`config.mk`:
```
export PLATFORM = sky130hd
export DESIGN_NAME = bidir_timer_core
export DESIGN_NICKNAME = d
export VERILOG_FILES = /design/src/rtl/bidir_timer_pkg.sv /design/src/rtl/bt_tick_select.sv /design/src/rtl/bt_step_ctrl.sv /design/src/rtl/bt_ovf_flag.sv /design/src/rtl/bidir_timer_core.sv
export SDC_FILE = /design/constraint.sdc
export NUM_CORES = 1
export LEC_CHECK = 0
export BUFFER_PORTS_ARGS = -buffer_cell sky130_fd_sc_hd__buf_2
export CORE_AREA = 2 2 53 80
export DETAILED_ROUTE_END_ITERATION = 8
export DIE_AREA = 0 0 55 82
export PLACE_DENSITY = 0.7
export SYNTH_ARGS = -nofsm -noshare
export SYNTH_HDL_FRONTEND = slang
export SYNTH_SLANG_ARGS = --single-unit
export TNS_END_PERCENT = 10
```
`constraint.sdc`:
```
create_clock -name clk -period 3.2 [get_ports clk]
set_clock_uncertainty 0.15 [all_clocks]
set_input_delay 0.16 -clock clk [delete_from_list [all_inputs] [get_ports clk]]
set_output_delay 0.16 -clock clk [all_outputs]
set_load 0.01 [all_outputs]
```
`src/rtl/bidir_timer_pkg.sv`:
```
package bidir_timer_pkg;

  typedef enum logic {
    MODE_WRAP   = 1'b0,
    MODE_UPDOWN = 1'b1
  } cnt_mode_e;

  typedef enum logic {
    DIR_UP   = 1'b0,
    DIR_DOWN = 1'b1
  } cnt_dir_e;

  typedef enum logic [1:0] {
    ACT_HOLD  = 2'd0,
    ACT_LOAD  = 2'd1,
    ACT_CLEAR = 2'd2,
    ACT_STEP  = 2'd3
  } cnt_act_e;

endpackage

```
`src/rtl/bt_tick_select.sv`:
```
module bt_tick_select #(
  parameter int CS_W     = 4,
  parameter bit HAS_FAST = 1'b1
) (
  input  logic [CS_W-1:0] clk_sel,
  input  logic            alt_clk_en,
  input  logic            tick_sync,
  input  logic            tick_fast,
  output logic            src_running,
  output logic            tick
);

  logic picked;

  assign src_running = |clk_sel;

  generate
    if (HAS_FAST) begin : g_two_src
      assign picked = alt_clk_en ? tick_fast : tick_sync;
    end else begin : g_sync_only
      logic unused_fast;
      assign unused_fast = alt_clk_en ^ tick_fast;
      assign picked = tick_sync;
    end
  endgenerate

  assign tick = src_running & picked;

endmodule

```
`src/rtl/bt_step_ctrl.sv`:
```
module bt_step_ctrl
  import bidir_timer_pkg::*;
#(
  parameter int CNT_W = 10
) (
  input  logic             clk,
  input  logic             rst_n,
  input  logic             tick,
  input  logic             clr_req,
  input  logic             cpu_wr,
  input  cnt_mode_e        mode,
  input  logic [CNT_W-1:0] count,
  input  logic [CNT_W-1:0] top,
  input  logic [CNT_W-1:0] wdata,
  output cnt_act_e         act,
  output logic [CNT_W-1:0] next_count,
  output logic             set_evt,
  output cnt_dir_e         dir_q
);

  localparam logic [CNT_W-1:0] ZERO = '0;
  localparam logic [CNT_W-1:0] ONE  = CNT_W'(1);

  // Next value in wrap mode: reaching top folds back to zero.
  function automatic logic [CNT_W-1:0] wrap_next(input logic [CNT_W-1:0] c,
                                                 input logic [CNT_W-1:0] t);
    return (c == t) ? ZERO : c + ONE;
  endfunction

  // True when up/down mode must freeze (degenerate zero range).
  function automatic logic updown_frozen(input logic [CNT_W-1:0] c,
                                         input logic [CNT_W-1:0] t);
    return (t == ZERO) && (c == ZERO);
  endfunction

  // Direction taken on this tick in up/down mode.
  function automatic cnt_dir_e updown_dir(input logic [CNT_W-1:0] c,
                                          input logic [CNT_W-1:0] t,
                                          input cnt_dir_e         d);
    if (updown_frozen(c, t)) return d;
    if (c >= t)              return DIR_DOWN;
    if (c == ZERO)           return DIR_UP;
    return d;
  endfunction

  function automatic logic [CNT_W-1:0] updown_next(input logic [CNT_W-1:0] c,
                                                   input logic [CNT_W-1:0] t,
                                                   input cnt_dir_e         d);
    if (updown_frozen(c, t)) return c;
    return (d == DIR_DOWN) ? c - ONE : c + ONE;
  endfunction

  cnt_dir_e eff_dir;
  cnt_dir_e dir_nxt;
  logic     wrap_hit;
  logic     bottom_hit;

  always_comb begin
    if (cpu_wr)                act = ACT_LOAD;
    else if (tick && clr_req)  act = ACT_CLEAR;
    else if (tick)             act = ACT_STEP;
    else                       act = ACT_HOLD;
  end

  assign eff_dir    = (mode == MODE_WRAP) ? DIR_UP : updown_dir(count, top, dir_q);
  assign wrap_hit   = (mode == MODE_WRAP) && (count == top);
  assign bottom_hit = (mode == MODE_UPDOWN) && !updown_frozen(count, top)
                      && (eff_dir == DIR_DOWN) && (count == ONE);

  always_comb begin
    unique case (act)
      ACT_LOAD:  next_count = wdata;
      ACT_CLEAR: next_count = ZERO;
      ACT_STEP:  next_count = (mode == MODE_WRAP) ? wrap_next(count, top)
                                                  : updown_next(count, top, eff_dir);
      default:   next_count = count;
    endcase
  end

  always_comb begin
    unique case (act)
      ACT_CLEAR: dir_nxt = DIR_UP;
      ACT_STEP:  dir_nxt = eff_dir;
      default:   dir_nxt = dir_q;
    endcase
  end

  assign set_evt = (act == ACT_STEP) && (wrap_hit || bottom_hit);

  always_ff @(posedge clk) begin
    if (!rst_n) dir_q <= DIR_UP;
    else        dir_q <= dir_nxt;
  end

  AST_TURN_DOWN_AT_TOP: assert property (@(posedge clk) disable iff (!rst_n)
    (act == ACT_STEP && mode == MODE_UPDOWN && top != ZERO && count >= top)
    |=> (dir_q == DIR_DOWN));

  AST_TURN_UP_AT_ZERO: assert property (@(posedge clk) disable iff (!rst_n)
    (act == ACT_STEP && mode == MODE_UPDOWN && top != ZERO && count == ZERO)
    |=> (dir_q == DIR_UP));

  AST_CLEAR_SETS_UP: assert property (@(posedge clk) disable iff (!rst_n)
    (act == ACT_CLEAR) |=> (dir_q == DIR_UP));

endmodule

```
`src/rtl/bt_ovf_flag.sv`:
```
module bt_ovf_flag (
  input  logic clk,
  input  logic rst_n,
  input  logic set_evt,
  input  logic clr_wr,
  output logic flag_q
);

  always_ff @(posedge clk) begin
    if (!rst_n)       flag_q <= 1'b0;
    else if (set_evt) flag_q <= 1'b1;
    else if (clr_wr)  flag_q <= 1'b0;
  end

  AST_SET_BEATS_CLEAR: assert property (@(posedge clk) disable iff (!rst_n)
    set_evt |=> flag_q);

  AST_CLEAR_DROPS: assert property (@(posedge clk) disable iff (!rst_n)
    (clr_wr && !set_evt) |=> !flag_q);

  AST_FLAG_STICKY: assert property (@(posedge clk) disable iff (!rst_n)
    (!clr_wr && !set_evt) |=> $stable(flag_q));

endmodule

```
`src/rtl/bidir_timer_core.sv`:
```
module bidir_timer_core
  import bidir_timer_pkg::*;
#(
  parameter int               CNT_W    = 10,
  parameter int               CS_W     = 4,
  parameter bit               HAS_FAST = 1'b1,
  parameter logic [CNT_W-1:0] TOP_INIT = '1
) (
  input  logic             clk,
  input  logic             rst_n,
  input  logic [CS_W-1:0]  clk_sel,
  input  logic             alt_clk_en,
  input  logic             tick_sync,
  input  logic             tick_fast,
  input  logic             mode_sel,
  input  logic             clr_req,
  input  logic [CNT_W-1:0] cpu_wdata,
  input  logic             cpu_wr_count,
  input  logic             cpu_wr_top,
  input  logic             ovf_clr,
  input  logic             irq_en,
  output logic [CNT_W-1:0] count_q,
  output logic [CNT_W-1:0] top_q,
  output logic             at_top,
  output logic             at_bottom,
  output logic             ovf_flag,
  output logic             irq
);

  localparam logic [CNT_W-1:0] ZERO = '0;
  localparam logic [CNT_W-1:0] ONE  = CNT_W'(1);

  logic             tick;
  logic             src_running;
  cnt_mode_e        mode;
  cnt_act_e         act;
  cnt_dir_e         dir_q;
  logic [CNT_W-1:0] next_count;
  logic             set_evt;

  assign mode = cnt_mode_e'(mode_sel);

  bt_tick_select #(
    .CS_W     (CS_W),
    .HAS_FAST (HAS_FAST)
  ) u_tick (
    .clk_sel     (clk_sel),
    .alt_clk_en  (alt_clk_en),
    .tick_sync   (tick_sync),
    .tick_fast   (tick_fast),
    .src_running (src_running),
    .tick        (tick)
  );

  bt_step_ctrl #(
    .CNT_W (CNT_W)
  ) u_ctrl (
    .clk        (clk),
    .rst_n      (rst_n),
    .tick       (tick),
    .clr_req    (clr_req),
    .cpu_wr     (cpu_wr_count),
    .mode       (mode),
    .count      (count_q),
    .top        (top_q),
    .wdata      (cpu_wdata),
    .act        (act),
    .next_count (next_count),
    .set_evt    (set_evt),
    .dir_q      (dir_q)
  );

  bt_ovf_flag u_flag (
    .clk     (clk),
    .rst_n   (rst_n),
    .set_evt (set_evt),
    .clr_wr  (ovf_clr),
    .flag_q  (ovf_flag)
  );

  always_ff @(posedge clk) begin
    if (!rst_n) begin
      count_q <= ZERO;
      top_q   <= TOP_INIT;
    end else begin
      count_q <= next_count;
      if (cpu_wr_top) top_q <= cpu_wdata;
    end
  end

  assign at_top    = (count_q == top_q);
  assign at_bottom = (count_q == ZERO);
  assign irq       = ovf_flag & irq_en;

  AST_STOPPED_HOLDS: assert property (@(posedge clk) disable iff (!rst_n)
    (!src_running && !cpu_wr_count) |=> $stable(count_q));

  AST_WRITE_WINS: assert property (@(posedge clk) disable iff (!rst_n)
    cpu_wr_count |=> (count_q == $past(cpu_wdata)));

  AST_CLEAR_ZERO: assert property (@(posedge clk) disable iff (!rst_n)
    (tick && clr_req && !cpu_wr_count) |=> (count_q == ZERO && !$rose(ovf_flag)));

  AST_WRAP_STEP: assert property (@(posedge clk) disable iff (!rst_n)
    (tick && !clr_req && !cpu_wr_count && mode == MODE_WRAP && count_q != top_q)
    |=> (count_q == $past(count_q) + ONE));

  AST_BOTTOM_FLAG: assert property (@(posedge clk) disable iff (!rst_n)
    (tick && !clr_req && !cpu_wr_count && mode == MODE_UPDOWN
     && count_q == ONE && (dir_q == DIR_DOWN || count_q >= top_q))
    |=> (ovf_flag && count_q == ZERO));

  AST_ZERO_TOP_HOLD: assert property (@(posedge clk) disable iff (!rst_n)
    (mode == MODE_UPDOWN && top_q == ZERO && count_q == ZERO && !cpu_wr_count)
    |=> (count_q == ZERO));

  AST_TOP_LOAD: assert property (@(posedge clk) disable iff (!rst_n)
    cpu_wr_top |=> (top_q == $past(cpu_wdata)));

endmodule

```
==> results.md, run 1 <==
- Synthesized area: about 1700 sq um
- Clock Latency Late Sink: ~0.28 ns
- Crit path max fanout: 9
- Port bufs: 48
- Routability congestion estimate: roughly 0.92
- Synth cell types: 47
- Hold path start: cpu_wdata[7]
- Endpoints failing hold: 0
- Crit path time final: 2.79 ns
- Seq cells post-synth: 22
- Setup_tns: 0 ns
- Startpoint types: register
- Syn_area_per_cell: roughly 8 sq um
- Clock tree buffer depth: 2
- Required time of the critical path: 3.22 ns
- Nets@finish: between 300 and 400
- Per-cell routed wire length: between 15 and 20 um
- Hold Path Class: input port to register
- M1 WL: ~2000 um
- Final Max Slew Viols: 0
- Peak supply drop: 264 uV
- Antenna diode count: 0
- Reg-to-reg endpoint: count_q[5]
- Top post-synthesis cells by area: dfxtp_1 (26%), ha_1 (9.6%), o21ai_0 (5.3%), nand2_1 (4.9%), o211ai_1 (4.9%)
- Max_cap viols: 0
- Net Count, Synth: roughly 250
- Total die area: ~4500 sq um
- Cts hold-fix bufs: 9
- Cell Pwr Density: 355 nW/um^2
- Cells after Synth: about 220
- Die height: 82 um
- Number of global-route vias before repair: 1689
- Mux share of post-synthesis cell area: 0.0355
- Status: complete, no violations
- ANT nets after route: 0
- DR top layer: met4
- Reg2Reg Depth: 10
- Simple-gate share of the synthesized area: 0.256
- Initial antenna violation count: 0
- RSZ-0062 raised after global routing: no
- Layout area overhead: 28.0%
- Met2 WL post-DR: approximately 2500 um
- Post-place setup slack: 0.442 ns
- Setup Viol. Count Final: 0
- Fin area: approximately 2200 sq um
- Measured slew at the worst slew-check pin: approximately 0.46 ns
- TritonCTS Buffers: 3
- Post-synthesis adder-cell area fraction: 0.0960
- CTS resizes: 0
- Setup ws final: around 0.41 ns
- H-Tree Depth: 1
- First-pass GRT wire length: roughly 8000 um
- Slew HR: 0.693
- Routed via count: approximately 1800
- Layout cell share with drive strength beyond 1: 0.269
- Largest family of logic cells by synthesized area: simple AND/OR/NAND/NOR gates
- Clk slew on worst S/H paths: 0.09 ns
- Ports: ~50
- WHS Path Cells: 3
- R2r setup slk: 0.41 ns
- XOR/XNOR Fraction of Synth Area: 0.0465
- Drt initial violations: between 40 and 50
- Clock root buffer: clkbuf_8
- Biggest area consumer among synthesized cells: dfxtp_1
- Routed WL: approximately 5000 um
- Core Rows: 28
- Met3 routed WL: 242 um
- Compound-Gate Fraction of Synth Area: 0.236
- DR vias/cell: about 5.6
- Hold endpoint: top_q[7]
- Core Box Area: between 3000 and 4000 sq um
- GR Overflow Total: 0
- Register area share after synthesis: 0.260
- Synthesis Warnings: 0
- CTS tree: yes
- Die X: about 55 um
- Clock Sinks: 22
- Drt pass-1 iters: 4
- Initial Util: 0.440
- GRT Total Usage: 0.243
- Hold slack final: approximately 0.0062 ns
- CP endpoint kind: register
- Fmax: 358 MHz
- Setup Buffers After CTS: 0
- Largest net degree at the start of global routing: 21
- Reg2reg start: count_q[6]
- Fin crit share: 0.873
- Worst Path Arrival: 2.81 ns
- Detailed-route DRC error count: 0
- Synth top area share: 0.260
- Pleak: a little over 1 nW
- Crit Path Class: register to register
- DP Area: 2020 sq um
- DPL Wire Length: slightly below 4000 um
-- how the worst max path moves through the flow --
stage | end | startpoint
after floorplan | count_q[7] | count_q[0]
after global placement | count_q[9] | count_q[0]
after detailed placement | count_q[5] | count_q[6]
after CTS | count_q[5] | count_q[6]
after global routing | count_q[7] | count_q[6]
final | count_q[5] | count_q[6]
-- sequential cells by signal (all words and copies together) (netlist names) --
register,flops
u_ctrl.dir_q,1
top_q,10
count_q,10
u_flag.flag_q,1
-- synthesized netlist by cell type (all sizes together) --
cell type / instances
a21oi: 7
nor3: 8
o32ai: 2
mux2i: 6
nand4: 8
inv: 19
or2: 1
and3: 3
xnor2: 5
clkbuf: 3
o21a: 1
o211ai: 13
a211oi: 4
a21o: 1
nor4: 4
a41oi: 1
or3: 3
nand2: 24
and2: 2
a2111oi: 2
a21boi: 1
o21ai: 18
buf: 4
or4b: 1
a32oi: 2
dfxtp: 22
nor3b: 3
nand2b: 1
nand3: 5
a22oi: 2
clkinv: 1
o31ai: 1
ha: 13
a221o: 1
nor2: 19
xor2: 4
-- cells by family (layout without fill, tap and decap cells) --
kind of cell	count (synthesis)	in the layout
AND/OR/NAND/NOR	82	82
AO/OA/AOI/OAI	56	56
buffers and inverters	27	91
flip-flops	22	22
adder cells (fa/ha/maj)	13	13
XOR/XNOR	9	9
multiplexers	6	6
-- metrics by stage --
stage	power, W	util	instances
6_report	0.000771	0.563	324
5_1_grt	0.000815	0.563	324
4_1_cts	0.000774	0.563	324
3_5_place_dp	0.000553	0.525	311
3_3_place_gp	0.000551	0.525	311
2_1_floorplan	0.000466	-	215
-- cell usage in the layout, fill, tap and decap left out, types with 2 or more instances in the layout --
master	n
a2111oi_2	2
a211oi_1	4
a21oi_1	7
a22oi_1	2
a32oi_1	2
and3_1	2
buf_2	48
buf_4	10
clkbuf_8	4
dfxtp_1	22
dlygate4sd3_1	9
ha_1	13
inv_1	19
mux2i_1	6
nand2_1	22
nand3_1	5
nand4_1	8
nor2_1	19
nor3_1	7
nor3b_1	2
nor4_1	4
o211ai_1	11
o21ai_0	18
o32ai_1	2
or3_1	2
xnor2_1	5
xor2_1	4
-- where the power goes --
group	total, W	switching (W)	internal, W
Clock	0.000214	0.000104	0.000110
Sequential	0.000311	0.0000183	0.000293
Combinational	0.000245	0.000139	0.000106
Total	0.000771	0.000261	0.000509
-- cell type report --
type / instances / area [sq um]
tap: 45 / 56.3
multi-input combinational: 166 / 1140
inverter: 20 / 75.1
timing repair buffer: 67 / 405
sequential: 22 / 440
clock buffer: 4 / 55.1
fill: 367 / 1690
-- per-layer routing --
metal | vias up | GRT usage
met3 | 11 | 0.0345
li1 | 911 | -
met5 | - | 0
met1 | 837 | 0.285
met2 | 48 | 0.417
met4 | 0 | 0.120
-- worst max-delay path: stages (launching register included) --
cell and delay (ns):
dfxtp_1 0.53, ha_1 0.30, nand4_1 0.16, a211oi_1 0.08, a2111oi_2 0.29, a22oi_1 0.16, o211ai_2 0.33, buf_4 0.23
mux2i_1 0.23, xnor2_1 0.15, o21ai_0 0.09
Note: power is estimated with default switching activity, not from simulation.
==> inputs of run 2 (changes only) <==
PLACE_DENSITY = 0.68   (was 0.7)
==> run 2 against run 1 <==
First-iteration DRC count is 68% higher. Die area stayed put. Final cell count stayed put. Routed wire length is 4.7% higher. Total power is 7.0% higher. Sequential cell count stayed put. Register-to-register slack worse by 0.02 ns. Sequential share of layout area is 0.10 points lower. Worst hold slack worse by 0.0045 ns.
==> results.md, run 2 (synthesis gave the netlist of run 1 again) <==
- Status: complete, no violations (unchanged)
- Fmax: 356 MHz (was 358 MHz)
- Die height: 82 um (unchanged)
- Detailed-route DRC error count: 0 (unchanged)
- Crit Path Class: register to register (unchanged)
- Pleak: 1.04 nW (was 1.03 nW)
- Cell Pwr Density: 379 nW/um^2 (was 355 nW/um^2)
- CTS tree: yes (unchanged)
- Final Max Slew Viols: 0 (unchanged)
- Drt initial violations: 69 (was 41)
- Port bufs: 48 (unchanged)
- Setup Viol. Count Final: 0 (unchanged)
- Routed via count: 1809 (was 1807)
- Hold Path Class: input port to register (unchanged)
- Clock tree buffer depth: 2 (unchanged)
- TritonCTS Buffers: 3 (unchanged)
- Largest net degree at the start of global routing: 21 (unchanged)
- Clock Sinks: 22 (unchanged)
- Startpoint types: register (unchanged)
- CTS resizes: 0 (unchanged)
- Peak supply drop: 316 uV (was 264 uV)
- Max_cap viols: 0 (unchanged)
- Drt pass-1 iters: 4 (unchanged)
- Per-cell routed wire length: 16.1 um (was 15.4 um)
- Number of global-route vias before repair: 1691 (was 1689)
- Dpl cells: 313 (was 311)
- Hold slack final: 0.00174 ns (was 0.00624 ns)
- Crit path max fanout: 5 (was 9)
- Initial antenna violation count: 0 (unchanged)
- Required time of the critical path: 3.21 ns (was 3.22 ns)
- GRT Total Usage: 0.249 (was 0.243)
- Setup_tns: 0 ns (unchanged)
- Clk slew on worst S/H paths: 0.09 ns (about the same)
- Slew HR: 0.666 (was 0.693)
- Clock root buffer: clkbuf_8 (unchanged)
- Initial Util: 0.440 (unchanged)
- Crit path time final: 2.81 ns (was 2.79 ns)
- Die X: 55 um (unchanged)
- Clock Latency Late Sink: 0.27 ns (was 0.28 ns)
- Endpoints failing hold: 0 (unchanged)
- Nets@finish: 318 (unchanged)
- Fin cells: 324 (unchanged)
- RSZ-0062 raised after global routing: no (unchanged)
- GR Overflow Total: 0 (unchanged)
- Largest regs: count_q x10, top_q x10 (unchanged)
- Antenna diode count: 0 (unchanged)
- DPL Wire Length: 4150 um (was 3910 um)
- H-Tree Depth: 1 (unchanged)
- First-pass GRT wire length: 7990 um (was 7900 um)
- Cts hold-fix bufs: 7 (was 9)
- ANT nets after route: 0 (unchanged)
- CP endpoint kind: register (unchanged)
- Total die area: 4510 sq um (unchanged)
- Measured slew at the worst slew-check pin: 0.496 ns (was 0.457 ns)
- Fillcell total: 384 (was 367)
- Routability congestion estimate: 0.944 (was 0.921)
- Setup Buffers After CTS: 0 (unchanged)
- Worst Path Arrival: 2.82 ns (was 2.81 ns)
- Core Box Area: 3850 sq um (unchanged)
- DR vias/cell: 5.58 (about the same)
- Ports: 49 (unchanged)
- Routed WL: 5230 um (was 4990 um)
- Core Rows: 28 (unchanged)
- Layout area overhead: 28.7% (was 28.0%)
- Commonest non-fill, non-tap cell in the layout: buf_2 (unchanged)
- Commonest non-fill, non-tap cells in the layout: buf_2 (48), nand2_1 (22), dfxtp_1 (22), inv_1 (19), nor2_1 (19) (unchanged)
- Layout cell share with drive strength beyond 1: 0.276 (was 0.269)
- Fin crit share: 0.878 (was 0.873)
-- run 2: changes by cell type in the layout (fill, tap and decap cells not counted), sizes merged --
cell | before | now
buf | 58 | 60
dlygate4sd3 | 9 | 7
bufinv | 0 | 1
clkbuf | 4 | 3
-- run 2: layout make-up --
class                           count  area [sq um]  area share
Clock inverter                      1          30.0      0.0138
Timing Repair Buffer               67           400       0.184
Sequential cell                    22           440       0.202
Clock buffer                        3          41.3      0.0189
Multi-Input combinational cell    166          1140       0.521
Tap cell                           45          56.3      0.0258
Inverter                           20          75.1      0.0344
-- run 2: final timing paths --
check | start | end | slack, ns | cells past startpoint
setup / recovery | count_q[9] | count_q[3] | 0.39 | 10
setup reg to reg | count_q[9] | count_q[3] | 0.39 | 10
hold / removal | ovf_clr | u_flag.flag_q | 0.002 | 3
hold reg to reg | u_flag.flag_q | u_flag.flag_q | 0.33 | 2
-- run 2: routing by layer --
| layer | wire [um] | GRT usage |
|---|---|---|
| met5 | 0 | 0 |
| met4 | 172 | 0.144 |
| met3 | 237 | 0.0236 |
| met2 | 2700 | 0.411 |
| met1 | 2120 | 0.303 |
-- run 2: worst max-delay path, cell delays in order, from the launching register on --
cell and delay [ns]:
dfxtp_1 0.45, ha_1 0.31, nand4_1 0.21, a211oi_1 0.09, a2111oi_2 0.33, a22oi_1 0.16
o211ai_2 0.28, buf_4 0.22, mux2i_1 0.24, xnor2_1 0.17, o32ai_1 0.10
-- run 2: through the flow --
stage / power (W) / area [sq um] / utilization / setup WS [ns]
2_1_floorplan: 0.000466 / 1690 / - / 0.615
3_3_place_gp: 0.000556 / 2040 / 0.529 / 0.410
3_5_place_dp: 0.000556 / 2040 / 0.529 / 0.387
4_1_cts: 0.000829 / 2180 / 0.566 / 0.373
5_1_grt: 0.000868 / 2180 / 0.566 / 0.162
6_report: 0.000825 / 2180 / 0.566 / 0.390
-- run 2: where the power goes --
group	switching (W)	total, W	internal [W]
clock	0.0000992	0.000266	0.000167
sequential	0.0000166	0.000309	0.000293
combinational	0.000143	0.000249	0.000106
==> inputs of run 3 (changes only) <==
--- a/config.mk
+++ b/config.mk
@@ -10,5 +10,5 @@
 export DETAILED_ROUTE_END_ITERATION = 8
 export DIE_AREA = 0 0 55 82
-export PLACE_DENSITY = 0.68
+export PLACE_DENSITY = 0.71
 export SYNTH_ARGS = -nofsm -noshare
 export SYNTH_HDL_FRONTEND = slang
==> constraint.sdc (replaced) <==
create_clock -name clk -period 2.3 [get_ports clk]
set_clock_uncertainty 0.15 [all_clocks]
set_input_delay 0.115 -clock clk [delete_from_list [all_inputs] [get_ports clk]]
set_output_delay 0.115 -clock clk [all_outputs]
set_load 0.005 [all_outputs]
==> run 3 against run 2 <==
The run now ends with negative setup slack left. Clock power decreased by 6%. Fmax grew 10%. First-iteration DRC count shrank 12%. Die area unchanged. Combinational power increased by 94%. Sequential share of layout area decreased by 3.7 points. Global-route usage grew 5.1 points. Largest cell class unchanged. Largest power group is now combinational cells.
==> results.md, run 3 (synthesis gave the netlist of run 1 again) <==
- Status: finished with violations (was complete, no violations)
- Violated checks: negative setup slack
- Multi-input gate area: 1310 sq um (was 1140 sq um)
- WHS Path Cells: 3 (unchanged)
- Slew HR: 0.689 (was 0.666)
- Antenna diode count: 0 (unchanged)
- Met3 usage: 0.0309 (was 0.0236)
- Max_cap viols: 0 (unchanged)
- Clock root buffer: clkbuf_8 (unchanged)
- Detailed-route DRC error count: 0 (unchanged)
- Port bufs: 48 (unchanged)
- Clock tree buffer depth: 2 (unchanged)
- Layout cell share with drive strength beyond 1: 0.517 (was 0.276)
- M2 GR Usage: 0.531 (was 0.411)
- Setup Viol. Count Final: 12 (was 0)
- GR Overflow Total: 0 (unchanged)
- Fillcell total: 319 (was 384)
- Startpoint types: register (unchanged)
- CP Cell Sequence: inv_2 -> ha_1 -> nand4_1 -> buf_4 -> a221o_1 -> a22oi_2 -> o211ai_2 -> mux2i_2 -> and3_1 -> a2111oi_2 (was ha_1 -> nand4_1 -> a211oi_1 -> a2111oi_2 -> a22oi_1 -> o211ai_2 -> buf_4 -> mux2i_1 -> xnor2_1 -> o32ai_1)
- Initial Util: 0.440 (unchanged)
- Met1 Resource Use GR: 0.346 (was 0.303)
- Hold endpoint: count_q[5] (was u_flag.flag_q)
- ANT nets after route: 0 (unchanged)
- Reg-to-reg endpoint: count_q[7] (was count_q[3])
- Measured slew at the worst slew-check pin: 0.463 ns (was 0.496 ns)
- Clock Sinks: 22 (unchanged)
- Fin cells: 378 (was 324)
- Dpl cells: 356 (was 313)
- Endpoints failing hold: 0 (unchanged)
- Largest regs: count_q x10, top_q x10 (unchanged)
- Hold slack final: 0.0327 ns (was 0.00174 ns)
- R2r setup slk: -0.25 ns (was 0.39 ns)
- Nets@finish: 373 (was 318)
- H-Tree Depth: 1 (unchanged)
- Required time of the critical path: 2.31 ns (was 3.21 ns)
- Total die area: 4510 sq um (unchanged)
- CP endpoint kind: register (unchanged)
- Drt initial violations: 61 (was 69)
- Critical Path Slowest Stage Cell: dfxtp_2 (was dfxtp_1)
- Peak supply drop: 366 uV (was 316 uV)
- Largest net degree at the start of global routing: 21 (unchanged)
- Register area: 459 sq um (was 440 sq um)
- Number of global-route vias before repair: 2060 (was 1691)
- Drt pass-1 iters: 4 (unchanged)
- DR vias/cell: 5.59 (was 5.58)
- Final Max Slew Viols: 0 (unchanged)
- TritonCTS Buffers: 3 (unchanged)
- Routed WL: 6360 um (was 5230 um)
- Busiest grt layer: met2 (unchanged)
- CTS tree: yes (unchanged)
- Slowest stage delay, CP: 0.34 ns (was 0.45 ns)
- Routability congestion estimate: 0.973 (was 0.944)
- Crit path time final: 2.55 ns (was 2.81 ns)
- Layout area overhead: 64.0% (was 28.7%)
- Overall Power: 0.00117 W (was 0.000825 W)
- Initial antenna violation count: 0 (unchanged)
- Crit path max fanout: 3 (was 5)
- Clk slew on worst S/H paths: 0.08 ns (was 0.09 ns)
- First-pass GRT wire length: 9700 um (was 7990 um)
- Fin crit share: 1.11 (was 0.878)
- Commonest non-fill, non-tap cells in the layout: buf_4 (60), buf_2 (48), nand2_1 (21), nor2_1 (18), dfxtp_2 (15) (was buf_2 (48), nand2_1 (22), dfxtp_1 (22), inv_1 (19), nor2_1 (19))
- Fmax: 392 MHz (was 356 MHz)
- Setup ws final: -0.248 ns (was 0.390 ns)
- Pleak: 1.28 nW (was 1.04 nW)
- Utilization after layout: 0.721 (was 0.566)
- Hold path start: cpu_wr_count (was ovf_clr)
- Routed via count: 2112 (was 1809)
- Core Box Area: 3850 sq um (unchanged)
- Cell Pwr Density: 422 nW/um^2 (was 379 nW/um^2)
- Die X: 55 um (unchanged)
- Reg2reg start: top_q[6] (was count_q[9])
- Reg2Reg Depth: 10 (unchanged)
- Core Rows: 28 (unchanged)
- GRT Total Usage: 0.299 (was 0.249)
- Die height: 82 um (unchanged)
- Clock Latency Late Sink: 0.27 ns (about the same)
- RSZ-0062 raised after global routing: yes (was no)
- Ports: 49 (unchanged)
- Hold Path Class: input port to register (unchanged)
- Worst Path Arrival: 2.56 ns (was 2.82 ns)
- Per-cell routed wire length: 16.8 um (was 16.1 um)
- Crit Path Class: register to register (unchanged)
- DPL Wire Length: 4680 um (was 4150 um)
- Commonest non-fill, non-tap cell in the layout: buf_4 (was buf_2)
run 3: changes by cell type in the layout (fill, tap and decap cells not counted), sizes merged:
cell         previous run  this run
bufinv                  1         0
buf                    60       111
dlygate4sd3             7        11
run 3: metrics by stage:
step,cell area (sq um),TNS [ns],worst slack [ns]
final,2780,-1.74,-0.248
after global routing,2780,-3.20,-0.352
after CTS,2720,-2.01,-0.269
after detailed placement,2390,-1.84,-0.264
after global placement,2390,-1.43,-0.213
after floorplan,1730,-0.269,-0.0886
run 3: how the worst max path moves through the flow:
stage                     slack (ns)       endpoint       start  cells after the start
after floorplan                -0.09     count_q[7]    top_q[9]                     10
after global placement         -0.21     count_q[9]  count_q[9]                      8
after detailed placement       -0.26     count_q[5]    top_q[4]                     11
after CTS                      -0.27     count_q[3]    top_q[4]                     11
after global routing           -0.35  u_flag.flag_q    top_q[8]                     12
final                          -0.25     count_q[7]    top_q[6]                     10
run 3: final cells by class:
type / count / area share
multi-input combinational: 166 / 0.471
tap: 45 / 0.0203
clock buffer: 3 / 0.0149
inverter: 20 / 0.0279
sequential: 22 / 0.165
timing repair buffer: 122 / 0.300
run 3: critical path: cells and delay by family (launching register included):
family / cells / cell delay, ns
flops: 1 / 0.34
fa+ha+maj: 1 / 0.27
buf+inv: 2 / 0.21
compound gates: 4 / 0.92
mux: 1 / 0.21
simple gates: 2 / 0.35
run 3: power by group:
part	switching, W	internal, W
registers	0.0000279	0.000412
logic	0.000235	0.000248
clock network	0.000133	0.000117
run 3: routing by layer:
metal,vias to the layer above,share of wire,wire (um)
li1,1022,-,-
met4,0,0.036,226
met5,-,0,0
met1,998,0.38,2410
met3,19,0.042,265
met2,73,0.54,3460
run 3: what timing repair did:
action,CTS,global route
gates resized for setup,34,13
buffers inserted,5,3
cloned,0,0
setup endpoints to repair,12,12
pin swaps,18,13
endpoints found under the hold margin,13,0
hold buffers,11,0
